[src/rtl/hostreg_pkg.sv]
package hostreg_pkg;
  localparam int BUS_W  = 8;
  localparam int ADDR_W = 4;
  localparam int SMP_W  = 16;
  localparam int COEF_W = 24;
  localparam int MEM_AW = 8;

  typedef struct packed {
    logic adaptive;
    logic dual;
    logic not_first;
    logic round_en;
    logic adapt_off;
    logic dc_tap;
    logic leak_en;
    logic bank;
  } cfg_t;

  // shared slots
  localparam logic [ADDR_W-1:0] A_CFG     = 4'hF;
  localparam logic [ADDR_W-1:0] A_CFG_ALT = 4'hE;
  // bank 1
  localparam logic [ADDR_W-1:0] A_LEAK    = 4'h0;
  localparam logic [ADDR_W-1:0] A_TAPS    = 4'h1;
  // bank 0 indirect memory access
  localparam logic [ADDR_W-1:0] A_DM_HI   = 4'h8;
  localparam logic [ADDR_W-1:0] A_DM_LO   = 4'h9;
  localparam logic [ADDR_W-1:0] A_CM_HI   = 4'hA;
  localparam logic [ADDR_W-1:0] A_CM_MID  = 4'hB;
  localparam logic [ADDR_W-1:0] A_CM_LO   = 4'hC;
  localparam logic [ADDR_W-1:0] A_PTR     = 4'hD;
endpackage

[src/rtl/hostreg_sync.sv]
module hostreg_sync #(
  parameter int           N       = 2,
  parameter logic [N-1:0] RST_VAL = '1
) (
  input  logic         clk_i,
  input  logic         rst_ni,
  input  logic [N-1:0] async_i,
  output logic [N-1:0] sync_o,
  output logic [N-1:0] rise_o
);
  logic [N-1:0] s1_q, s2_q, s3_q;

  always_ff @(posedge clk_i or negedge rst_ni) begin
    if (!rst_ni) begin
      s1_q <= RST_VAL;
      s2_q <= RST_VAL;
      s3_q <= RST_VAL;
    end else begin
      s1_q <= async_i;
      s2_q <= s1_q;
      s3_q <= s2_q;
    end
  end

  assign sync_o = s2_q;
  assign rise_o = s2_q & ~s3_q;
endmodule

[src/rtl/hostreg_file.sv]
module hostreg_file
  import hostreg_pkg::*;
#(
  parameter int               BW      = hostreg_pkg::BUS_W,
  parameter int               AW      = hostreg_pkg::ADDR_W,
  parameter int               SW      = hostreg_pkg::SMP_W,
  parameter logic [BW-1:0]    TAP_RST = '1
) (
  input  logic          clk_i,
  input  logic          rst_ni,
  input  logic          wr_en_i,
  input  logic [AW-1:0] addr_i,
  input  logic [BW-1:0] wdata_i,
  input  logic          start_pulse_i,
  output logic [BW-1:0] cfg_host_o,
  output logic [BW-1:0] cfg_o,
  output logic [SW-1:0] x1_o,
  output logic [SW-1:0] d_o,
  output logic [SW-1:0] k_o,
  output logic [SW-1:0] x2_o,
  output logic [BW-1:0] leak_o,
  output logic [BW-1:0] taps_o,
  output logic          core_rst_o
);
  localparam int NWORD = 4;
  localparam int WSEL  = $clog2(NWORD);

  logic [SW-1:0] sh_q [NWORD];
  logic [SW-1:0] wk_q [NWORD];
  cfg_t          cfg_sh_q, cfg_wk_q;
  logic [BW-1:0] leak_sh_q, leak_wk_q, taps_q;
  logic          core_rst_q;
  logic          b0_w, b1_w;

  assign b0_w = wr_en_i && !cfg_sh_q.bank;
  assign b1_w = wr_en_i &&  cfg_sh_q.bank;

  for (genvar g = 0; g < NWORD; g++) begin : g_word
    always_ff @(posedge clk_i or negedge rst_ni) begin
      if (!rst_ni) begin
        sh_q[g] <= '0;
        wk_q[g] <= '0;
      end else begin
        if (b0_w && !addr_i[AW-1] && addr_i[WSEL:1] == WSEL'(g)) begin
          if (!addr_i[0]) sh_q[g][SW-1 -: BW] <= wdata_i;
          else            sh_q[g][BW-1:0]     <= wdata_i;
        end
        if (start_pulse_i) wk_q[g] <= sh_q[g];
      end
    end
  end

  always_ff @(posedge clk_i or negedge rst_ni) begin
    if (!rst_ni) begin
      cfg_sh_q   <= '0;
      cfg_wk_q   <= '0;
      leak_sh_q  <= '0;
      leak_wk_q  <= '0;
      taps_q     <= TAP_RST;
      core_rst_q <= 1'b0;
    end else begin
      if (wr_en_i && addr_i == A_CFG) cfg_sh_q  <= cfg_t'(wdata_i);
      if (b1_w && addr_i == A_LEAK)   leak_sh_q <= wdata_i;
      core_rst_q <= b1_w && addr_i == A_TAPS;
      if (b1_w && addr_i == A_TAPS)   taps_q    <= wdata_i;
      if (start_pulse_i) begin
        cfg_wk_q  <= cfg_sh_q;
        leak_wk_q <= leak_sh_q;
      end
    end
  end

  assign cfg_host_o = cfg_sh_q;
  assign cfg_o      = cfg_wk_q;
  assign x1_o       = wk_q[0];
  assign d_o        = wk_q[1];
  assign k_o        = wk_q[2];
  assign x2_o       = wk_q[3];
  assign leak_o     = leak_wk_q;
  assign taps_o     = taps_q;
  assign core_rst_o = core_rst_q;

  AST_WORK_HOLD: assert property (@(posedge clk_i) disable iff (!rst_ni)
    !start_pulse_i |=> $stable(cfg_o) && $stable(leak_o) && $stable(x1_o)
                       && $stable(x2_o) && $stable(d_o) && $stable(k_o));
  AST_TAP_LOAD: assert property (@(posedge clk_i) disable iff (!rst_ni)
    (b1_w && addr_i == A_TAPS) |=> core_rst_o && taps_o == $past(wdata_i));
endmodule

[src/rtl/hostreg_ram.sv]
module hostreg_ram
  import hostreg_pkg::*;
#(
  parameter int BW  = hostreg_pkg::BUS_W,
  parameter int AW  = hostreg_pkg::ADDR_W,
  parameter int SW  = hostreg_pkg::SMP_W,
  parameter int CW  = hostreg_pkg::COEF_W,
  parameter int MAW = hostreg_pkg::MEM_AW
) (
  input  logic           clk_i,
  input  logic           rst_ni,
  input  logic           wr_en_i,
  input  logic           bank_i,
  input  logic [AW-1:0]  addr_i,
  input  logic [BW-1:0]  wdata_i,
  input  logic           start_pulse_i,
  output logic [MAW-1:0] mem_addr_o,
  output logic           coef_we_o,
  output logic [CW-1:0]  coef_wdata_o,
  input  logic [CW-1:0]  coef_rdata_i,
  output logic           data_we_o,
  output logic [SW-1:0]  data_wdata_o,
  input  logic [SW-1:0]  data_rdata_i,
  output logic [SW-1:0]  dhold_o,
  output logic [CW-1:0]  chold_o
);
  logic [MAW-1:0] ptr_q;
  logic [SW-1:0]  dwr_q, dstage_q, dhold_q;
  logic [CW-1:0]  cwr_q, cstage_q, chold_q;
  logic           d_pend_q, c_pend_q;
  logic           b0_w, ptr_w;

  assign b0_w  = wr_en_i && !bank_i;
  assign ptr_w = b0_w && addr_i == A_PTR;

  always_ff @(posedge clk_i or negedge rst_ni) begin
    if (!rst_ni) begin
      ptr_q    <= '0;
      dwr_q    <= '0;
      cwr_q    <= '0;
      d_pend_q <= 1'b0;
      c_pend_q <= 1'b0;
      dstage_q <= '0;
      dhold_q  <= '0;
      cstage_q <= '0;
      chold_q  <= '0;
    end else begin
      if (ptr_w)              ptr_q <= MAW'(wdata_i);
      else if (start_pulse_i) ptr_q <= ptr_q + 1'b1;
      if (b0_w) begin
        case (addr_i)
          A_DM_HI:  dwr_q[SW-1 -: BW] <= wdata_i;
          A_DM_LO:  begin dwr_q[BW-1:0] <= wdata_i; d_pend_q <= 1'b1; end
          A_CM_HI:  cwr_q[CW-1 -: BW] <= wdata_i;
          A_CM_MID: cwr_q[CW-BW-1 -: BW] <= wdata_i;
          A_CM_LO:  begin cwr_q[BW-1:0] <= wdata_i; c_pend_q <= 1'b1; end
          default: ;
        endcase
      end
      if (start_pulse_i) begin
        d_pend_q <= 1'b0;
        c_pend_q <= 1'b0;
        // two sample periods from pointer load to host-visible data
        dstage_q <= data_rdata_i;
        dhold_q  <= dstage_q;
        cstage_q <= coef_rdata_i;
        chold_q  <= cstage_q;
      end
    end
  end

  assign mem_addr_o   = ptr_q;
  assign data_we_o    = start_pulse_i && d_pend_q;
  assign data_wdata_o = dwr_q;
  assign coef_we_o    = start_pulse_i && c_pend_q;
  assign coef_wdata_o = cwr_q;
  assign dhold_o      = dhold_q;
  assign chold_o      = chold_q;

  AST_PTR_STEP: assert property (@(posedge clk_i) disable iff (!rst_ni)
    (start_pulse_i && !ptr_w) |=> mem_addr_o == MAW'($past(mem_addr_o) + 1'b1));
  AST_PEND_CLR: assert property (@(posedge clk_i) disable iff (!rst_ni)
    start_pulse_i |=> !d_pend_q && !c_pend_q);
endmodule

[src/rtl/hostreg_bank_if.sv]
module hostreg_bank_if
  import hostreg_pkg::*;
#(
  parameter int BW  = hostreg_pkg::BUS_W,
  parameter int AW  = hostreg_pkg::ADDR_W,
  parameter int SW  = hostreg_pkg::SMP_W,
  parameter int CW  = hostreg_pkg::COEF_W,
  parameter int MAW = hostreg_pkg::MEM_AW
) (
  input  logic            clk_i,
  input  logic            rst_ni,
  input  logic            cs_ni,
  input  logic            rd_ni,
  input  logic            wr_ni,
  input  logic [AW-1:0]   addr_i,
  input  logic [BW-1:0]   data_i,
  output logic [BW-1:0]   data_o,
  output logic            data_oe_o,
  input  logic            start_i,
  input  logic [4*BW-1:0] out_word_i,
  input  logic [SW-1:0]   last1_i,
  input  logic [SW-1:0]   last2_i,
  output logic [BW-1:0]   cfg_o,
  output logic [SW-1:0]   x1_o,
  output logic [SW-1:0]   x2_o,
  output logic [SW-1:0]   d_o,
  output logic [SW-1:0]   k_o,
  output logic [BW-1:0]   leak_o,
  output logic [BW-1:0]   taps_o,
  output logic            core_rst_o,
  output logic [MAW-1:0]  mem_addr_o,
  output logic            coef_we_o,
  output logic [CW-1:0]   coef_wdata_o,
  input  logic [CW-1:0]   coef_rdata_i,
  output logic            data_we_o,
  output logic [SW-1:0]   data_wdata_o,
  input  logic [SW-1:0]   data_rdata_i,
  output logic            wr_err_o
);
  logic [1:0]    stb_sync, stb_rise;
  logic          start_q, start_pulse;
  logic          wr_evt, wr_en, err_q;
  logic [BW-1:0] cfg_host, rd_byte;
  logic [SW-1:0] dhold;
  logic [CW-1:0] chold;

  hostreg_sync #(.N(2), .RST_VAL(2'b11)) u_sync (
    .clk_i, .rst_ni, .async_i({cs_ni, wr_ni}), .sync_o(stb_sync), .rise_o(stb_rise)
  );

  always_ff @(posedge clk_i or negedge rst_ni) begin
    if (!rst_ni) begin
      start_q <= 1'b0;
      err_q   <= 1'b0;
    end else begin
      start_q <= start_i;
      if (wr_evt && start_i) err_q <= 1'b1;
    end
  end

  assign start_pulse = start_i && !start_q;
  assign wr_evt      = stb_rise[0] && !stb_sync[1];
  assign wr_en       = wr_evt && !start_i;
  assign wr_err_o    = err_q;

  hostreg_file #(.BW(BW), .AW(AW), .SW(SW)) u_file (
    .clk_i, .rst_ni, .wr_en_i(wr_en), .addr_i, .wdata_i(data_i),
    .start_pulse_i(start_pulse), .cfg_host_o(cfg_host), .cfg_o,
    .x1_o, .d_o, .k_o, .x2_o, .leak_o, .taps_o, .core_rst_o
  );

  hostreg_ram #(.BW(BW), .AW(AW), .SW(SW), .CW(CW), .MAW(MAW)) u_ram (
    .clk_i, .rst_ni, .wr_en_i(wr_en), .bank_i(cfg_host[0]), .addr_i,
    .wdata_i(data_i), .start_pulse_i(start_pulse), .mem_addr_o,
    .coef_we_o, .coef_wdata_o, .coef_rdata_i, .data_we_o, .data_wdata_o,
    .data_rdata_i, .dhold_o(dhold), .chold_o(chold)
  );

  always_comb begin
    rd_byte = '0;
    if (addr_i == A_CFG || addr_i == A_CFG_ALT) begin
      rd_byte = cfg_host;
    end else if (!cfg_host[0]) begin
      case (addr_i)
        AW'(0):   rd_byte = out_word_i[4*BW-1 -: BW];
        AW'(1):   rd_byte = out_word_i[3*BW-1 -: BW];
        AW'(2):   rd_byte = out_word_i[2*BW-1 -: BW];
        AW'(3):   rd_byte = out_word_i[BW-1:0];
        AW'(4):   rd_byte = last1_i[SW-1 -: BW];
        AW'(5):   rd_byte = last1_i[BW-1:0];
        AW'(6):   rd_byte = last2_i[SW-1 -: BW];
        AW'(7):   rd_byte = last2_i[BW-1:0];
        A_DM_HI:  rd_byte = dhold[SW-1 -: BW];
        A_DM_LO:  rd_byte = dhold[BW-1:0];
        A_CM_HI:  rd_byte = chold[CW-1 -: BW];
        A_CM_MID: rd_byte = chold[CW-BW-1 -: BW];
        A_CM_LO:  rd_byte = chold[BW-1:0];
        default:  rd_byte = '0;
      endcase
    end
  end

  assign data_oe_o = !cs_ni && !rd_ni;
  assign data_o    = data_oe_o ? rd_byte : '0;

  AST_DROP_FLAG: assert property (@(posedge clk_i) disable iff (!rst_ni)
    (wr_evt && start_i) |=> wr_err_o);
  AST_ERR_STICKY: assert property (@(posedge clk_i) disable iff (!rst_ni)
    wr_err_o |=> wr_err_o);
endmodule

[config.mk]
export PLATFORM = sky130hd
export DESIGN_NAME = hostreg_bank_if
export DESIGN_NICKNAME = d
export VERILOG_FILES = /design/src/rtl/hostreg_pkg.sv /design/src/rtl/hostreg_sync.sv /design/src/rtl/hostreg_file.sv /design/src/rtl/hostreg_ram.sv /design/src/rtl/hostreg_bank_if.sv
export SDC_FILE = /design/constraint.sdc
export NUM_CORES = 1
export LEC_CHECK = 0
export CORE_AREA = 3 3 146 148
export CTS_CLUSTER_SIZE = 20
export DETAILED_ROUTE_END_ITERATION = 8
export DIE_AREA = 0 0 149 151
export DONT_BUFFER_PORTS = 1
export PLACE_DENSITY = 0.8
export SETUP_SLACK_MARGIN = 0.2
export SLEW_MARGIN = 30
export SYNTH_ARGS = -nofsm -noshare
export SYNTH_HDL_FRONTEND = slang
export SYNTH_SLANG_ARGS = --single-unit
[constraint.sdc]
create_clock -name clk_i -period 4.2 [get_ports clk_i]
set_input_delay 1.05 -clock clk_i [delete_from_list [all_inputs] [get_ports clk_i]]
set_output_delay 1.05 -clock clk_i [all_outputs]
set_load 0.01 [all_outputs]
==> results of run 1 <==
-- worst max-delay path: cells and delay by family --
| kind | cells | cell delay [ps] |
|---|---|---|
| and+or+nand+nor | 1 | 340 |
| AOI/OAI and AO/OA | 3 | 1440 |
-- per-stage QoR --
stage               instance area (um^2)  hold WS, ps  power [uW]  setup WS (ps)
finish                             14200        208.2        6863          318.9
global route                       14200        181.5        7120          373.2
CTS                                14190        188.9        6916          469.4
detailed placement                 13090        349.1        3999          486.8
global placement                   13090        346.5        3968          504.6
floorplan                          12930        345.2        3857          569.3
-- power breakdown --
part	switching (uW)	leakage (uW)	total, uW	internal (uW)
Combinational	255	0.00290	462	206
Clock	1120	0.000529	2900	1790
Sequential	267	0.00404	3500	3230
Total	1640	0.00747	6860	5220
-- cell usage in the layout, fill, tap and decap left out, types with 6 or more instances in the layout --
cell	instances
nor2_8	11
mux2_2	119
clkbuf_16	31
buf_4	9
a21oi_1	15
nor3_1	6
nand3_1	10
a31oi_1	6
a22oi_1	15
dfstp_2	13
mux2i_1	7
and3_1	15
nor2_1	15
nor2b_1	7
o21ai_0	13
clkbuf_8	7
nand2_1	530
dfrtp_1	293
-- worst min-delay path by stage --
stage / startpoint / end / depth (start not counted)
after global placement: u_sync.s1_q[1] / u_sync.sync_o[1] / 0
after global routing: rst_ni / u_ram.chold_o[21] / 0
after detailed placement: u_sync.s1_q[1] / u_sync.sync_o[1] / 0
after CTS: rst_ni / u_ram.chold_o[21] / 0
after floorplan: u_sync.s1_q[0] / u_sync.sync_o[0] / 0
final: rst_ni / u_ram.chold_o[21] / 0
-- per-layer routing --
layer,routed length [um],up-vias,GRT usage (%)
li1,-,4003,-
met1,13490,4505,40.09
met2,15680,358,45.24
met3,2989,66,7.660
met4,941,6,8.970
met5,34,-,0
-- cell type report --
cell class	count	share of cell area [%]
well taps	270	2.379
diodes	2	0.03525
inverters	5	0.1322
flip-flops and latches	306	54.04
clock inverters	14	1.524
clock buffers	42	6.247
multi-input cells	852	34.88
repair buffers	11	0.7578
-- kinds of logic after synthesis --
kind of cell | synth area share [%]
AOI/OAI and AO/OA | 4.422
adders and majority gates | 0.09675
buffers and inverters | 2.458
DFF | 59.35
muxes | 11.69
and+or+nand+nor | 21.99
-- registers in the layout, summed over array words and instances, names as in the netlist, 2 cells and up --
signal              count
u_file.leak_o           8
u_ram.dstage_q         16
u_ram.mem_addr_o        8
u_file.taps_o           8
u_file.cfg_o            8
u_file.k_o             16
u_ram.cstage_q         24
u_file.x2_o            16
u_sync.s1_q             2
u_file.x1_o            16
u_file.cfg_host_o       8
u_file.d_o             16
u_ram.data_wdata_o     16
u_ram.chold_o          24
u_sync.sync_o           2
u_file.leak_sh_q        8
u_ram.coef_wdata_o     24
u_ram.dhold_o          16
u_file.sh_q            64
==> metrics.md, run 1 <==
| Metric | Value |
|---|---|
| Status | `finished clean` |
| Max stage delay on crit path | `690 ps` |
| Max Slew Vio Count | `0` |
| CTS Hold Bufs | `0` |
| Syn Nets | `1,358` |
| Vias per cell | `5.951` |
| R2r setup slk | `1960 ps` |
| # rows | `52` |
| DR iter-0 viols | `599` |
| Hold crit path type | `primary input to async pin` |
| Placed cells | `1,444` |
| Reg-to-reg startpoint | `u_sync.sync_o[0]` |
| Crit path capture type | `output port` |
| Crit path DAT | `2830 ps` |
| CP Max Fanout | `32` |
| Rel. slew slack | `41.29%` |
| Initial antenna violation count | `6` |
| Clk slew on worst S/H paths | `60 ps` |
| RSZ-0062 raised after global routing | `false` |
| Crit share post-route | `92.41%` |
| DRT Wirelength | `33.14 mm` |
| Setup tns final | `0 ps` |
| Clk_lat worst skew | `540 ps` |
| Antenna-violating nets left | `0` |
| Largest net degree at the start of global routing | `307` |
| Synth top area share | `56.71%` |
| GR Overflow Total | `0` |
| Synth top area cells | `dfrtp_1 (57%), nand2_1 (15%), mux2_2 (10%)` |
| Total track usage | `28.86%` |
| Critical path destination | `data_o[2]` |
| FF-to-FF End | `u_file.sh_q[7]` |
| Sequential area share after synthesis | `59.35%` |
| Post-layout nets | `1,329` |
| CTS H-tree depth | `1` |
| CP Class | `primary input to output port` |
| Yosys warns | `0` |
| Clk_skew | `6.727 ps` |
| Die footprint | `0.02250 mm^2` |
| Post-synth cell types | `59` |
| Pre-antenna DRT Iters | `5` |
| Setup Buffers After CTS | `0` |
| #FFs+latches synth | `306` |
| Port Buf Inserts | `0` |
| Detailed Place HPWL | `21.29 mm` |
| Total CTS buffers | `30` |
| VDD IR-drop max | `0.0003956 V` |
| Async set-reset flop share out of synthesis | `100.0%` |
| Area growth, synth to finish | `9.822%` |
| CTS sink cnt | `306` |
| Vias in the first global route | `8,928` |
| Area of the mapped netlist | `0.01293 mm^2` |
| Min cycle time layout | `3881 ps` |
| GP Congestion | `0.9849` |
| Starting Density | `64.11%` |
| Multi-input logic area | `0.004954 mm^2` |
| Cell with the most instances after synthesis | `nand2_1` |
| Share of layout cells above drive strength 1 | `18.13%` |
| IO Count | `271` |
| Root Driver | `clkbuf_16` |
| Area leader, netlist | `dfrtp_1` |
| Fillers | `1,468` |
| Die W | `149 um` |
| Avg Cell Area, Syn | `10.47 um^2` |
| CTS tree | `built` |
| Post-CTS sizing | `0` |
| First-pass GRT wire length | `50.51 mm` |
| Slowest cell on crit path | `a2111oi_0` |
| Post-synth EDFFs | `0` |
| Setup violations, final | `0` |
| Leakage Power | `0.007470 uW` |
| Post-synth top flop | `dfrtp_1` |
| DRC viols | `0` |
| Vias | `8,938` |
| Cells after synthesis | `1,235` |
| CORE AREA | `0.02017 mm^2` |
| Routed wire length per instance | `22.06 um` |
| Critical Path RT | `3150 ps` |
| List of most frequent post-synthesis cells | `nand2_1 (530), dfrtp_1 (293), mux2_2 (119)` |
| Pwr/cell area | `483.3 mW/mm^2` |
| Sequential cell area | `0.007674 mm^2` |
| Critical-path cell list | `and2b_1 > a311o_1 > a2111oi_0 > o21ai_0` |
| Final Hold Viols | `0` |
| Reg2Reg Depth | `4` |
| Fin util | `70.40%` |
| Die Y | `151 um` |
| CP Launch Type | `primary input` |
| Clock Tree Buf Depth | `3` |
| Cell Count, Final, Fillers Out | `1,502` |
| Crit path from | `addr_i[3]` |
| Max Cap Viol | `0` |
| Slew at the pin closest to its max-slew limit | `858.5 ps` |
| Fmax | `0.2577 GHz` |
Note: power is estimated with default switching activity, not from simulation.
==> inputs of run 2 (changes only) <==
Settings changed: REMOVE_ABC_BUFFERS from default to 1.
==> run 2 against run 1 <==
  * Non-clock buffer count grew 4
  * Critical path depth rose by 2
  * Global-route usage up 0.37 points
  * Sequential power is essentially flat
  * Sequential share of layout area down 0.076 points
  * Register-to-register slack hardly changed
  * Fmax increased by 11%
  * Die area did not move
  * Setup slack gained 390 ps
  * Power grew 0.47%
  * Worst hold slack gained 1.1 ps
  * Largest cell class unchanged
  * Largest power group unchanged
==> metrics.md, run 2 (synthesized netlist as in run 1, its figures left out) <==
| Metric | Value |
|---|---|
| Status | `finished clean` |
| Initial antenna violation count | `1 (-5)` |
| Clk_lat worst skew | `540 ps (about the same)` |
| DRT Wirelength | `33.48 mm (+1.0%)` |
| Crit path capture type | `output port` |
| Fillers | `1,382 (-5.9%)` |
| Antenna-violating nets left | `0 (unchanged)` |
| Most common cell after layout, fill and taps aside | `nand2_1` |
| Max Slew Vio Count | `0 (unchanged)` |
| Largest register by flop count | `u_file.sh_q` |
| IO Count | `271 (unchanged)` |
| Min cycle time layout | `3491 ps (-390.3 ps)` |
| Area growth, synth to finish | `9.977%` |
| Vias | `8,895 (-0.48%)` |
| WHS | `209.4 ps (+1.130 ps)` |
| Crit path DAT | `2440 ps (-390 ps)` |
| Pwr/cell area | `484.9 mW/mm^2 (+0.33%)` |
| CORE AREA | `0.02017 mm^2 (unchanged)` |
| GR Overflow Total | `0 (unchanged)` |
| Largest net degree at the start of global routing | `307 (unchanged)` |
| Total chip power | `6896 uW (+0.47%)` |
| Max Cap Viol | `0 (unchanged)` |
| CP Launch Type | `primary input` |
| Share of layout cells above drive strength 1 | `18.31% (+0.18 points)` |
| Clk_skew | `12.03 ps (+5.304 ps)` |
| VDD IR-drop max | `0.0003786 V (-4.3%)` |
| Slew at the pin closest to its max-slew limit | `688.6 ps (-169.9 ps)` |
| Vias in the first global route | `9,047 (+1.3%)` |
| Post-CTS sizing | `0 (unchanged)` |
| Die footprint | `0.02250 mm^2 (unchanged)` |
| Fin util | `70.50% (+0.099 points)` |
| Setup Buffers After CTS | `0 (unchanged)` |
| DR iter-0 viols | `594 (-0.83%)` |
| Most frequent cells in the layout | `nand2_1 (530), dfrtp_1 (293), mux2_2 (119)` |
| Starting Density | `64.11% (unchanged)` |
| DRC viols | `0 (unchanged)` |
| Post-layout nets | `1,333 (+0.30%)` |
| Vias per cell | `5.914 (-0.61%)` |
| Die W | `149 um (unchanged)` |
| Critical Path RT | `3150 ps (about the same)` |
| RSZ-0062 raised after global routing | `false` |
| Die Y | `151 um (unchanged)` |
| Leakage Power | `0.007496 uW (+0.34%)` |
| Clk slew on worst S/H paths | `60 ps (about the same)` |
| Hold crit path type | `primary input to async pin` |
| Root Driver | `clkbuf_16` |
| # rows | `52 (unchanged)` |
| Routed wire length per instance | `22.26 um (+0.89%)` |
| Total CTS buffers | `30 (unchanged)` |
| CP Max Fanout | `32 (unchanged)` |
| Pre-antenna DRT Iters | `5 (unchanged)` |
| First-pass GRT wire length | `51.00 mm (+0.96%)` |
| Port Buf Inserts | `0 (unchanged)` |
| Crit share post-route | `83.11% (-9.3 points)` |
| CTS Hold Bufs | `0 (unchanged)` |
| CTS tree | `built` |
| Clock Tree Buf Depth | `3 (unchanged)` |
| Max reg flops | `64 (unchanged)` |
| Fmax | `0.2865 GHz (+11%)` |
| Final Hold Viols | `0 (unchanged)` |
| GP Congestion | `0.8990 (-8.7%)` |
| CP Class | `primary input to output port` |
| Setup violations, final | `0 (unchanged)` |
| Detailed Place HPWL | `21.49 mm (+0.95%)` |
| CTS sink cnt | `306 (unchanged)` |
| Total inserted antenna cells | `0 (-2)` |
| Total track usage | `29.23% (+0.37 points)` |
| CTS H-tree depth | `1 (unchanged)` |
| Rel. slew slack | `54.10% (+13 points)` |
## run 2: cell types whose count changed in the layout (fill, tap and decap cells not counted)
cell        before  now
clkbuf_1         4    5
buf_12           2    1
clkinvlp_4       4    2
clkbuf_8         7    9
buf_4            9   14
inv_6            2    1
diode_2          2    0
## run 2: area by class of cell
cell class | instances | area, um^2 | area share [%]
Sequential cell | 306 | 7674 | 53.96
Multi-Input combinational cell | 852 | 4954 | 34.83
Clock buffer | 45 | 918.4 | 6.458
Tap cell | 270 | 337.8 | 2.376
Clock inverter | 11 | 192.7 | 1.355
Timing Repair Buffer | 15 | 125.1 | 0.8799
Inverter | 5 | 18.77 | 0.1320
## run 2: through the flow
stage	TNS, ps	setup slack, ps	instances	instance area, um^2
6_report	0	709.2	1504	14220
5_1_grt	0	564.4	1504	14220
4_1_cts	0	715.4	1504	14220
3_5_place_dp	0	726.2	1448	13110
3_3_place_gp	0	764.0	1448	13110
2_1_floorplan	-425410	-3699	1163	12630
## run 2: final timing paths
check / from / endpoint / slack, ps / cells after the start
max reg2reg: u_sync.sync_o[0] / u_file.sh_q[32] / 1970 / 4
min: rst_ni / u_ram.chold_o[21] / 210 / 0
min reg2reg: u_sync.s1_q[0] / u_sync.sync_o[0] / 360 / 0
max in group asynchronous: rst_ni / u_ram.coef_wdata_o[17] / 3550 / 0
max: addr_i[3] / data_o[7] / 710 / 6
min in group clk_i: u_sync.s1_q[0] / u_sync.sync_o[0] / 360 / 0
## run 2: critical path: stages
cell       delay (ps)
or2_2             290
buf_4             210
o22ai_1           120
a2111oi_0         100
a2111oi_0         460
buf_4             200
## run 2: per-layer routing
| metal | up-vias | track usage [%] | share of wire [%] |
|---|---|---|---|
| met3 | 90 | 6.762 | 7.7 |
| met4 | 2 | 10.80 | 4.0 |
| li1 | 4002 | - | - |
| met2 | 360 | 48.74 | 50 |
| met5 | - | 0 | 0.054 |
| met1 | 4441 | 37.88 | 38 |
## run 2: power by group
part / total (uW) / leakage [uW] / internal [uW] / switching [uW]
logic: 465 / 0.00292 / 207 / 258
clock network: 2930 / 0.000540 / 1820 / 1120
registers: 3500 / 0.00404 / 3230 / 268
total: 6900 / 0.00750 / 5250 / 1640
